[config.mk]
export PLATFORM = sky130hd
export DESIGN_NAME = rf_power_sequencer
export DESIGN_NICKNAME = d
export VERILOG_FILES = /design/src/rtl/pwrseq_pkg.sv /design/src/rtl/pwrseq_ms_prescaler.sv /design/src/rtl/pwrseq_dwell_timer.sv /design/src/rtl/pwrseq_out_decode.sv /design/src/rtl/rf_power_sequencer.sv
export SDC_FILE = /design/constraint.sdc
export NUM_CORES = 1
export LEC_CHECK = 0
export ABC_CLOCK_PERIOD_IN_PS = 3500
export BUFFER_PORTS_ARGS = -buffer_cell sky130_fd_sc_hd__buf_4
export CAP_MARGIN = 25
export CORE_ASPECT_RATIO = 0.6
export CORE_MARGIN = 2
export CORE_UTILIZATION = 45
export CTS_CLUSTER_DIAMETER = 60
export DETAILED_ROUTE_END_ITERATION = 7
export PLACE_DENSITY_LB_ADDON = 0.1
export REMOVE_ABC_BUFFERS = 1
export SLEW_MARGIN = 0
export SYNTH_ARGS = -nofsm -noshare
export SYNTH_HDL_FRONTEND = slang
export SYNTH_SLANG_ARGS = --single-unit
[constraint.sdc]
create_clock -name clk -period 3.5 [get_ports clk]
set_clock_uncertainty 0.1 [all_clocks]
set_input_delay 0 -clock clk [delete_from_list [all_inputs] [get_ports clk]]
set_output_delay 0 -clock clk [all_outputs]
set_load 0.01 [all_outputs]
[src/rtl/pwrseq_pkg.sv]
package pwrseq_pkg;

    typedef enum logic [2:0] {
        STG_OFF     = 3'd0,
        STG_DIGITAL = 3'd1,
        STG_SYNTH   = 3'd2,
        STG_RF      = 3'd3,
        STG_PA      = 3'd4,
        STG_READY   = 3'd5
    } stage_e;

    typedef enum logic [4:0] {
        ST_IDLE,
        ST_DIG_DWELL,
        ST_CLK_STB,
        ST_CLK_ACK,
        ST_CLK_DWELL,
        ST_TX_STB,
        ST_TX_ACK,
        ST_RX_STB,
        ST_RX_ACK,
        ST_SYN_DWELL,
        ST_RF_DWELL,
        ST_BF_STB,
        ST_BF_ACK,
        ST_PA_DWELL,
        ST_PA_STB,
        ST_PA_ACK,
        ST_UP,
        ST_DN_PA_DWELL,
        ST_DN_RF
    } step_e;

endpackage

[src/rtl/pwrseq_ms_prescaler.sv]
module pwrseq_ms_prescaler #(
    parameter int CLKS_PER_MS = 50000
) (
    input  logic clk,
    input  logic rst_n,
    input  logic clear,
    output logic tick
);
    localparam int CNT_W = (CLKS_PER_MS > 1) ? $clog2(CLKS_PER_MS) : 1;

    generate
        if (CLKS_PER_MS <= 1) begin : g_passthru
            assign tick = 1'b1;
        end else begin : g_count
            logic [CNT_W-1:0] cnt_d, cnt_q;
            localparam logic [CNT_W-1:0] LAST = CNT_W'(CLKS_PER_MS - 1);

            assign tick = (cnt_q == LAST);

            always_comb begin
                cnt_d = cnt_q + 1'b1;
                if (clear || tick) cnt_d = '0;
            end

            always_ff @(posedge clk or negedge rst_n) begin
                if (!rst_n) cnt_q <= '0;
                else        cnt_q <= cnt_d;
            end
        end
    endgenerate

endmodule

[src/rtl/pwrseq_dwell_timer.sv]
module pwrseq_dwell_timer #(
    parameter int MS_W = 8
) (
    input  logic            clk,
    input  logic            rst_n,
    input  logic            load,
    input  logic [MS_W-1:0] load_ms,
    input  logic            ms_tick,
    output logic            expired
);
    logic [MS_W-1:0] left_d, left_q;

    assign expired = (left_q == '0);

    always_comb begin
        left_d = left_q;
        if (load)                      left_d = load_ms;
        else if (ms_tick && !expired)  left_d = left_q - 1'b1;
    end

    always_ff @(posedge clk or negedge rst_n) begin
        if (!rst_n) left_q <= '0;
        else        left_q <= left_d;
    end

endmodule

[src/rtl/pwrseq_out_decode.sv]
module pwrseq_out_decode
    import pwrseq_pkg::*;
#(
    parameter bit EXTENDED = 1'b1
) (
    input  step_e  step,
    output logic   dig_en,
    output logic   rf_en,
    output logic   pa_en,
    output logic   clk_stb,
    output logic   tx_stb,
    output logic   rx_stb,
    output logic   bf_stb,
    output logic   pa_stb,
    output stage_e stage
);
    always_comb begin
        dig_en  = (step != ST_IDLE);
        rf_en   = step inside {ST_RF_DWELL, ST_BF_STB, ST_BF_ACK, ST_PA_DWELL,
                               ST_PA_STB, ST_PA_ACK, ST_UP, ST_DN_PA_DWELL};
        pa_en   = (step inside {ST_PA_DWELL, ST_PA_STB, ST_PA_ACK}) ||
                  (step == ST_UP && EXTENDED);
        clk_stb = (step == ST_CLK_STB);
        tx_stb  = (step == ST_TX_STB);
        rx_stb  = (step == ST_RX_STB);
        bf_stb  = (step == ST_BF_STB);
        pa_stb  = (step == ST_PA_STB);
        unique case (step)
            ST_IDLE:                                      stage = STG_OFF;
            ST_DIG_DWELL, ST_CLK_STB, ST_CLK_ACK,
            ST_CLK_DWELL:                                 stage = STG_DIGITAL;
            ST_TX_STB, ST_TX_ACK, ST_RX_STB, ST_RX_ACK,
            ST_SYN_DWELL:                                 stage = STG_SYNTH;
            ST_RF_DWELL, ST_BF_STB, ST_BF_ACK, ST_DN_RF:  stage = STG_RF;
            ST_PA_DWELL, ST_PA_STB, ST_PA_ACK,
            ST_DN_PA_DWELL:                               stage = STG_PA;
            ST_UP:                                        stage = STG_READY;
            default:                                      stage = STG_OFF;
        endcase
    end

endmodule

[src/rtl/rf_power_sequencer.sv]
module rf_power_sequencer
    import pwrseq_pkg::*;
#(
    parameter bit EXTENDED    = 1'b1,
    parameter int CLKS_PER_MS = 50000,
    parameter int NUM_BF      = 4,
    parameter int DIG_MS      = 50,
    parameter int CLK_MS      = 10,
    parameter int SYN_MS      = 20,
    parameter int RF_MS       = 30,
    parameter int PA_MS       = 100,
    parameter int PA_DN_MS    = 50,
    localparam int BF_W       = (NUM_BF > 1) ? $clog2(NUM_BF) : 1
) (
    input  logic            clk,
    input  logic            rst_n,
    input  logic            power_up,
    input  logic            power_down,
    input  logic            init_done,
    output logic            dig_rail_en,
    output logic            rf_rail_en,
    output logic            pa_rail_en,
    output logic            clkgen_init,
    output logic            synth_tx_init,
    output logic            synth_rx_init,
    output logic            bf_init,
    output logic [BF_W-1:0] bf_sel,
    output logic            pa_bias_init,
    output logic [2:0]      stage,
    output logic            ready,
    output logic            off
);
    localparam int MAX_A  = (DIG_MS > CLK_MS) ? DIG_MS : CLK_MS;
    localparam int MAX_B  = (SYN_MS > RF_MS) ? SYN_MS : RF_MS;
    localparam int MAX_C  = (PA_MS > PA_DN_MS) ? PA_MS : PA_DN_MS;
    localparam int MAX_AB = (MAX_A > MAX_B) ? MAX_A : MAX_B;
    localparam int MAX_MS = (MAX_AB > MAX_C) ? MAX_AB : MAX_C;
    localparam int MS_W   = $clog2(MAX_MS + 1);
    localparam logic [BF_W-1:0] BF_LAST = BF_W'(NUM_BF - 1);

    typedef struct packed {
        step_e           step;
        logic [BF_W-1:0] bf;
    } fsm_t;

    fsm_t            fsm_d, fsm_q;
    logic            tmr_load;
    logic [MS_W-1:0] tmr_ms;
    logic            ms_tick;
    logic            expired;
    logic            pa_live;
    logic            tearing;
    stage_e          stage_w;

    pwrseq_ms_prescaler #(.CLKS_PER_MS(CLKS_PER_MS)) u_prescaler (
        .clk   (clk),
        .rst_n (rst_n),
        .clear (tmr_load),
        .tick  (ms_tick)
    );

    pwrseq_dwell_timer #(.MS_W(MS_W)) u_dwell (
        .clk     (clk),
        .rst_n   (rst_n),
        .load    (tmr_load),
        .load_ms (tmr_ms),
        .ms_tick (ms_tick),
        .expired (expired)
    );

    always_comb begin
        fsm_d    = fsm_q;
        tmr_load = 1'b0;
        tmr_ms   = '0;
        pa_live  = (fsm_q.step inside {ST_PA_DWELL, ST_PA_STB, ST_PA_ACK}) ||
                   (fsm_q.step == ST_UP && EXTENDED);
        tearing  = fsm_q.step inside {ST_IDLE, ST_DN_PA_DWELL, ST_DN_RF};
        if (power_down && !tearing) begin
            if (pa_live) begin
                fsm_d.step = ST_DN_PA_DWELL;
                tmr_load   = 1'b1;
                tmr_ms     = MS_W'(PA_DN_MS);
            end else begin
                fsm_d.step = ST_DN_RF;
            end
        end else begin
            unique case (fsm_q.step)
                ST_IDLE: if (power_up) begin
                    fsm_d.step = ST_DIG_DWELL;
                    tmr_load   = 1'b1;
                    tmr_ms     = MS_W'(DIG_MS);
                end
                ST_DIG_DWELL: if (expired) fsm_d.step = ST_CLK_STB;
                ST_CLK_STB:   fsm_d.step = ST_CLK_ACK;
                ST_CLK_ACK: if (init_done) begin
                    fsm_d.step = ST_CLK_DWELL;
                    tmr_load   = 1'b1;
                    tmr_ms     = MS_W'(CLK_MS);
                end
                ST_CLK_DWELL: if (expired) fsm_d.step = ST_TX_STB;
                ST_TX_STB:    fsm_d.step = ST_TX_ACK;
                ST_TX_ACK:    if (init_done) fsm_d.step = ST_RX_STB;
                ST_RX_STB:    fsm_d.step = ST_RX_ACK;
                ST_RX_ACK: if (init_done) begin
                    fsm_d.step = ST_SYN_DWELL;
                    tmr_load   = 1'b1;
                    tmr_ms     = MS_W'(SYN_MS);
                end
                ST_SYN_DWELL: if (expired) begin
                    fsm_d.step = ST_RF_DWELL;
                    tmr_load   = 1'b1;
                    tmr_ms     = MS_W'(RF_MS);
                end
                ST_RF_DWELL: if (expired) begin
                    fsm_d.step = ST_BF_STB;
                    fsm_d.bf   = '0;
                end
                ST_BF_STB:    fsm_d.step = ST_BF_ACK;
                ST_BF_ACK: if (init_done) begin
                    if (fsm_q.bf != BF_LAST) begin
                        fsm_d.bf   = fsm_q.bf + 1'b1;
                        fsm_d.step = ST_BF_STB;
                    end else if (EXTENDED) begin
                        fsm_d.step = ST_PA_DWELL;
                        tmr_load   = 1'b1;
                        tmr_ms     = MS_W'(PA_MS);
                    end else begin
                        fsm_d.step = ST_UP;
                    end
                end
                ST_PA_DWELL:  if (expired) fsm_d.step = ST_PA_STB;
                ST_PA_STB:    fsm_d.step = ST_PA_ACK;
                ST_PA_ACK:    if (init_done) fsm_d.step = ST_UP;
                ST_UP:        fsm_d.step = ST_UP;
                ST_DN_PA_DWELL: if (expired) fsm_d.step = ST_DN_RF;
                ST_DN_RF:     fsm_d.step = ST_IDLE;
                default:      fsm_d.step = ST_IDLE;
            endcase
        end
    end

    always_ff @(posedge clk or negedge rst_n) begin
        if (!rst_n) begin
            fsm_q.step <= ST_IDLE;
            fsm_q.bf   <= '0;
        end else begin
            fsm_q <= fsm_d;
        end
    end

    pwrseq_out_decode #(.EXTENDED(EXTENDED)) u_decode (
        .step    (fsm_q.step),
        .dig_en  (dig_rail_en),
        .rf_en   (rf_rail_en),
        .pa_en   (pa_rail_en),
        .clk_stb (clkgen_init),
        .tx_stb  (synth_tx_init),
        .rx_stb  (synth_rx_init),
        .bf_stb  (bf_init),
        .pa_stb  (pa_bias_init),
        .stage   (stage_w)
    );

    assign bf_sel = fsm_q.bf;
    assign stage  = stage_w;
    assign ready  = (stage_w == STG_READY);
    assign off    = (stage_w == STG_OFF);

endmodule

==> flow_summary_export.csv, run 1 <==
group,metric,value,unit
routing,drtAntennaViolNets,0,
routing,routed_wl,5.028,mm
yosys,synth_top_area_share,0.3384,
pwr,p_leak,0.001074,uW
worst_hold_path,hold_class,"input port to register",
placed_design,routabilityCongestion,0.8552,
yosys,ys_ff_latch,30,
yosys,netlist_instances,253,
clocking,cts_buffer_depth,2,
sta,tightest_slew,784.6,ps
clocking,cts_buffers,5,
pwr,power.density,760.9,nW/um^2
die,initial_core_util,0.4761,
yosys,yosys.area.top_type,"dfrtp_1",
routing,dr.first_iter.drc_count,169,
final_layout,num_antenna_cells,0,
yosys,synth_edf_count,0,
job,cap_violations,0,
yosys,async_reset_ff_frac,1.000,
setup_path,crit_required,3570,ps
yosys,ys_warn_count,0,
global_routing,antenna_found_initial,0,
sta,fin_tns_setup,0,ps
global_routing,grt_pass1_wl,8.569,mm
placed_design,portBuffers,19,
placed_design,hpwl,3.720,mm
sta,hold_ws,21.77,ps
die,die_w,94.65,um
die,rows,19,
clocking,cts-root-buf,"clkbuf_8",
global_routing,gr-usage-all-layers,0.2040,
sta,rsz0062_at_grt,"false",
global_routing,grt_max_degree,31,
routing,drc,0,
clocking,cts_tree,"built",
clocking,clock_sinks,30,
setup_path,path_class,"register to register",
yosys,ys_types,61,
yosys,yosysMostFrequentCell,"nor2_1",
die,num_io_pins,20,
run_status,status,"completed",
setup_path,worstPathMaxFanout,21,
setup_path,worstPathArrival,2640,ps
sta,slew_violations,0,
pwr,total_power,1899,uW
yosys,ys_seq_area_frac,0.3384,
final_layout,area_delta_synth_final,12.52,%
sta,setup_violations,0,
sta,fin_crit,2573,ps
die,core-area,4659,sq um
setup_path,start_kind,"register",
final_layout,post-route-util,0.5357,
yosys,synth_area_leaders,"dfrtp_1, nor2_1, nand2_1",
final_layout,nets,280,
global_routing,globalRouteOverflowTotal,0,
clocking,clk_latency,290,ps
final_layout,drive_gt1_frac,0.1801,
sta,fin_crit_sh,0.7351,
clocking,cts_resized,0,
setup_path,endpoint_kind,"register",
yosys,netlist_area,2218,sq um
sta,max_freq,0.3887,GHz
routing,via_count,1844,
sta,hold_violations,0,
routing,wl_per_cell,15.01,um
die,die_h,58.39,um
yosys,synth_commonest_cells,"nor2_1, dfrtp_1, nand2_1, nand3_1, o21ai_0",
global_routing,grt_pass1_vias,1619,
routing,via_per_inst,5.504,
pwr,vdd_drop_max,0.3565,mV
yosys,ys.flop_type,"dfrtp_1",
routing,dr.pass1.iters,4,
yosys,synth_area_per_cell,8.768,sq um
clocking,cts.clk_slew.worst_paths,60,ps
clocking,h-tree-depth,2,
sta,relSlewSlack,0.4770,
die,fp.dieArea,5526,sq um
[where the power goes]
part	switching [uW]	total, uW	internal (uW)	leakage [uW]
combinational	543	977	434	0.000625
sequential	147	576	429	0.000390
clock	137	347	209	0.0000579
total	828	1900	1070	0.00107
[state kept, by name, summed over array words and instances (netlist names)]
| register | cells |
|---|---|
| u_prescaler.g_count.cnt_q | 16 |
| bf_sel | 2 |
| u_dwell.left_q | 7 |
| fsm_q | 5 |
[through the flow]
stage,cells,setup WS (ps),cell area (sq um)
global route,335,735.7,2496
CTS,335,958.3,2496
floorplan,239,1166,2116
global placement,325,1029,2367
detailed placement,325,960.3,2367
finish,335,927.0,2496
[kinds of logic after synthesis]
family	after synthesis	synth area share
AO/OA/AOI/OAI	51	0.1591
XOR/XNOR	17	0.06712
flip-flops	30	0.3384
AND/OR/NAND/NOR	126	0.3412
multiplexers	2	0.01015
adder cells (fa/ha/maj)	4	0.02256
buffers and inverters	23	0.06147
[per-layer routing]
metal	vias up	routed length [um]	track usage
met2	61	1703	0.2249
met5	-	0	0
met1	842	2847	0.3608
met3	7	415	0.04738
met4	0	61	0.06211
li1	934	-	-
[worst paths after layout]
path | from | endpoint | slack [ps] | depth (start not counted)
worst max register to register | fsm_q[2]$_DFFE_PN0P_ | u_prescaler.g_count.cnt_q[11]$_DFF_PN0_ | 930 | 6
min in group asynchronous | rst_n | bf_sel[0]$_DFFE_PN0P_ | 80 | 2
worst min-delay path | power_up | fsm_q[2]$_DFFE_PN0P_ | 20 | 3
worst max-delay path | fsm_q[2]$_DFFE_PN0P_ | u_prescaler.g_count.cnt_q[11]$_DFF_PN0_ | 930 | 6
max in group asynchronous | rst_n | fsm_q[5]$_DFFE_PN0P_ | 2940 | 2
worst min register to register | u_prescaler.g_count.cnt_q[0]$_DFF_PN0_ | u_prescaler.g_count.cnt_q[0]$_DFF_PN0_ | 360 | 1
[cell type report]
class,count,area [sq um]
Timing Repair Buffer,25,192.7
Tap cell,63,78.83
Multi-Input combinational cell,200,1331
Clock inverter,3,40.04
Sequential cell,30,750.7
Fill cell,451,2163
Clock buffer,5,68.82
Inverter,9,33.78
[cells in the final DEF (no fill, tap or decap), types with 6 or more instances in the layout]
cell / Yosys / final
o21ai_0: 10 / 10
nor2_1: 36 / 36
a31oi_1: 6 / 6
dfrtp_1: 30 / 30
nand3_1: 11 / 11
inv_1: 9 / 9
nand4_1: 6 / 6
nand2_1: 21 / 21
a21oi_1: 6 / 6
buf_4: 7 / 23
xor2_1: 9 / 9
and3_1: 7 / 7
xnor2_1: 8 / 8
[critical path, cell delays in order, from the launching register on]
cell	delay, ps
dfrtp_1	660
nor3b_4	410
nor4b_4	390
nor4_4	70
o21ai_2	410
nand2b_4	330
nor2_1	80
[repair_timing]
action / in CTS / in global routing
hold endpoints to repair: 32 / 0
setup buffers: 0 / 0
hold buffers: 2 / 0
Power figures use the tool's default switching activity.
==> run 2, diff against run 1 <==
- ABC_CLOCK_PERIOD_IN_PS: 3500 -> 2100
- clock period: 3.5 -> 2.1 ns (I/O delays scaled with it)
==> flow_summary_export.csv, run 2 (synthesis results as in run 1) <==
group,metric,value,unit
die,rows,19,
final_layout,max_flop_register,"u_prescaler.g_count.cnt_q",
setup_path,worstPathMaxFanout,10,
die,fp.dieArea,5526,sq um
setup_path,r2r_start,"fsm_q[3]$_DFFE_PN0P_",
sta,tightest_slew,455.9,ps
pwr,vdd_drop_max,0.8161,mV
setup_path,start_kind,"register",
setup_path,worstPathArrival,2200,ps
worst_hold_path,worst_hold_startpoint,"power_up",
final_layout,drive_gt1_frac,0.3742,
setup_path,worstSetupStartpoint,"fsm_q[3]$_DFFE_PN0P_",
sta,setup_violations,2,
run_status,violations,"setup timing",
final_layout,area_delta_synth_final,36.55,%
placed_design,portBuffers,19,
global_routing,grt_pass1_vias,1898,
die,initial_core_util,0.4761,
die,die_w,94.65,um
routing,via_count,2055,
final_layout,final_common_cell,"buf_4",
die,num_io_pins,20,
clocking,cts_tree,"built",
sta,fin_crit_sh,1.010,
clocking,clk_latency,290,ps
pwr,total_power,4021,uW
sta,fin_ws,-21.65,ps
placed_design,placedCellCount,355,
die,die_h,58.39,um
sta,max_freq,0.4713,GHz
setup_path,cpPeakStageDelay,450,ps
clocking,cts.clk_slew.worst_paths,70,ps
clocking,cts_buffers,5,
routing,routed_wl,6.006,mm
final_layout,ff_latch_area,754.5,sq um
job,cap_violations,0,
setup_path,path_delay_family,"simple AND/OR/NAND/NOR gates",
global_routing,antenna_found_initial,0,
routing,drtAntennaViolNets,0,
routing,dr.first_iter.drc_count,171,
global_routing,gr-usage-all-layers,0.2299,
clocking,h-tree-depth,2,
placed_design,postPlaceCellArea,2605,sq um
final_layout,multi_input_area,1478,sq um
final_layout,final_area,3029,sq um
pwr,power.density,1327,nW/um^2
routing,drc,0,
sta,rsz0062_at_grt,"true",
final_layout,n_fill_cell,386,
placed_design,hpwl,4.218,mm
sta,relSlewSlack,0.6937,
global_routing,globalRouteOverflowTotal,0,
final_layout,nets,326,
setup_path,crit_required,2170,ps
routing,via_per_inst,5.394,
setup_path,crit_top_cell,"buf_6",
pwr,p_leak,0.001320,uW
final_layout,instances_no_fill,381,
setup_path,worstPathCellList,"buf_6 -> buf_8 -> nor3b_4 -> nor4b_4 -> nor4_4 -> o21ai_2 -> buf_6 -> a31oi_2 -> o22a_1",
setup_path,endpoint_kind,"register",
clocking,clock_sinks,30,
placed_design,routabilityCongestion,0.8610,
run_status,status,"finished, violations left",
sta,hold_violations,0,
sta,fin_crit,2122,ps
worst_hold_path,hold_class,"input port to register",
sta,slew_violations,0,
global_routing,grt_max_degree,31,
sta,fin_tns_setup,-25.78,ps
setup_path,path_class,"register to register",
final_layout,num_antenna_cells,0,
final_layout,post-route-util,0.6501,
final_layout,final_cell_mix,"buf_4, nor2_1, dfrtp_1",
global_routing,grt_pass1_wl,9.639,mm
routing,wl_per_cell,15.76,um
clocking,cts-root-buf,"clkbuf_8",
final_layout,largest_reg_flops,16,
clocking,cts_buffer_depth,2,
final_layout,reg_top3,"u_prescaler.g_count.cnt_q: 16 flops, u_dwell.left_q: 7 flops, fsm_q: 5 flops",
die,core-area,4659,sq um
setup_path,cpMaxStageDelayCell,"dfrtp_2",
setup_path,path_buf_inv,3,
routing,dr.pass1.iters,4,
==> run 2: changes by cell type in the layout (fill, tap and decap cells not counted), moves of 3 or more <==
cell,previous run,this run
dfrtp_1,30,27
buf_4,23,59
nor3b_1,4,1
buf_6,0,7
dfrtp_2,0,3
==> run 2: final cells by class <==
class,instances,share of cell area
Multi-Input combinational cell,200,0.4878
Sequential cell,30,0.2491
Timing Repair Buffer,71,0.1937
Clock buffer,6,0.02726
Tap cell,63,0.02602
Inverter,9,0.01198
Clock inverter,2,0.004131
==> run 2: worst min-delay path: stages <==
cell and delay, ps:
buf_4 110, nor2_1 160, o31ai_1 110
==> run 2: path summary, 6_finish.rpt <==
| path | endpoint | slack, ps | cells after the start |
|---|---|---|---|
| worst max-delay path | u_dwell.left_q[3]$_DFFE_PN0P_ | -20 | 9 |
| worst min-delay path | fsm_q[2]$_DFFE_PN0P_ | 50 | 3 |
| worst max register to register | u_dwell.left_q[3]$_DFFE_PN0P_ | -20 | 9 |
| worst min register to register | u_prescaler.g_count.cnt_q[0]$_DFF_PN0_ | 360 | 1 |
| max in group asynchronous | fsm_q[3]$_DFFE_PN0P_ | 1500 | 2 |
| min in group asynchronous | bf_sel[0]$_DFFE_PN0P_ | 80 | 2 |
==> run 2: what timing repair did <==
action,CTS,global route
endpoints found under the hold margin,32,0
pin swaps,6,16
resized for setup,14,30
buffers inserted,13,2
setup endpoints to repair,7,29
hold buffers,3,0
==> run 2: per-stage QoR <==
step | hold slack [ps] | setup WS [ps]
3_5_place_dp | -133.0 | -15.58
4_1_cts | 41.67 | -2.777
5_1_grt | 51.42 | -114.0
3_3_place_gp | -135.6 | -24.61
2_1_floorplan | -395.6 | -233.5
6_report | 46.39 | -21.65
==> run 2: power by group <==
part / internal (uW) / switching (uW) / total [uW]
Sequential: 720 / 167 / 888
Combinational: 1340 / 1290 / 2630
Clock: 263 / 241 / 504
Total: 2320 / 1700 / 4020
==> run 2: routing by layer <==
metal  global-route usage  part of all wire  vias up
met4              0.04348                 0        0
met1               0.3979              0.57      964
met5                    0                 0        -
met3              0.04866             0.058        0
li1                     -                 -     1031
met2               0.2806              0.37       60
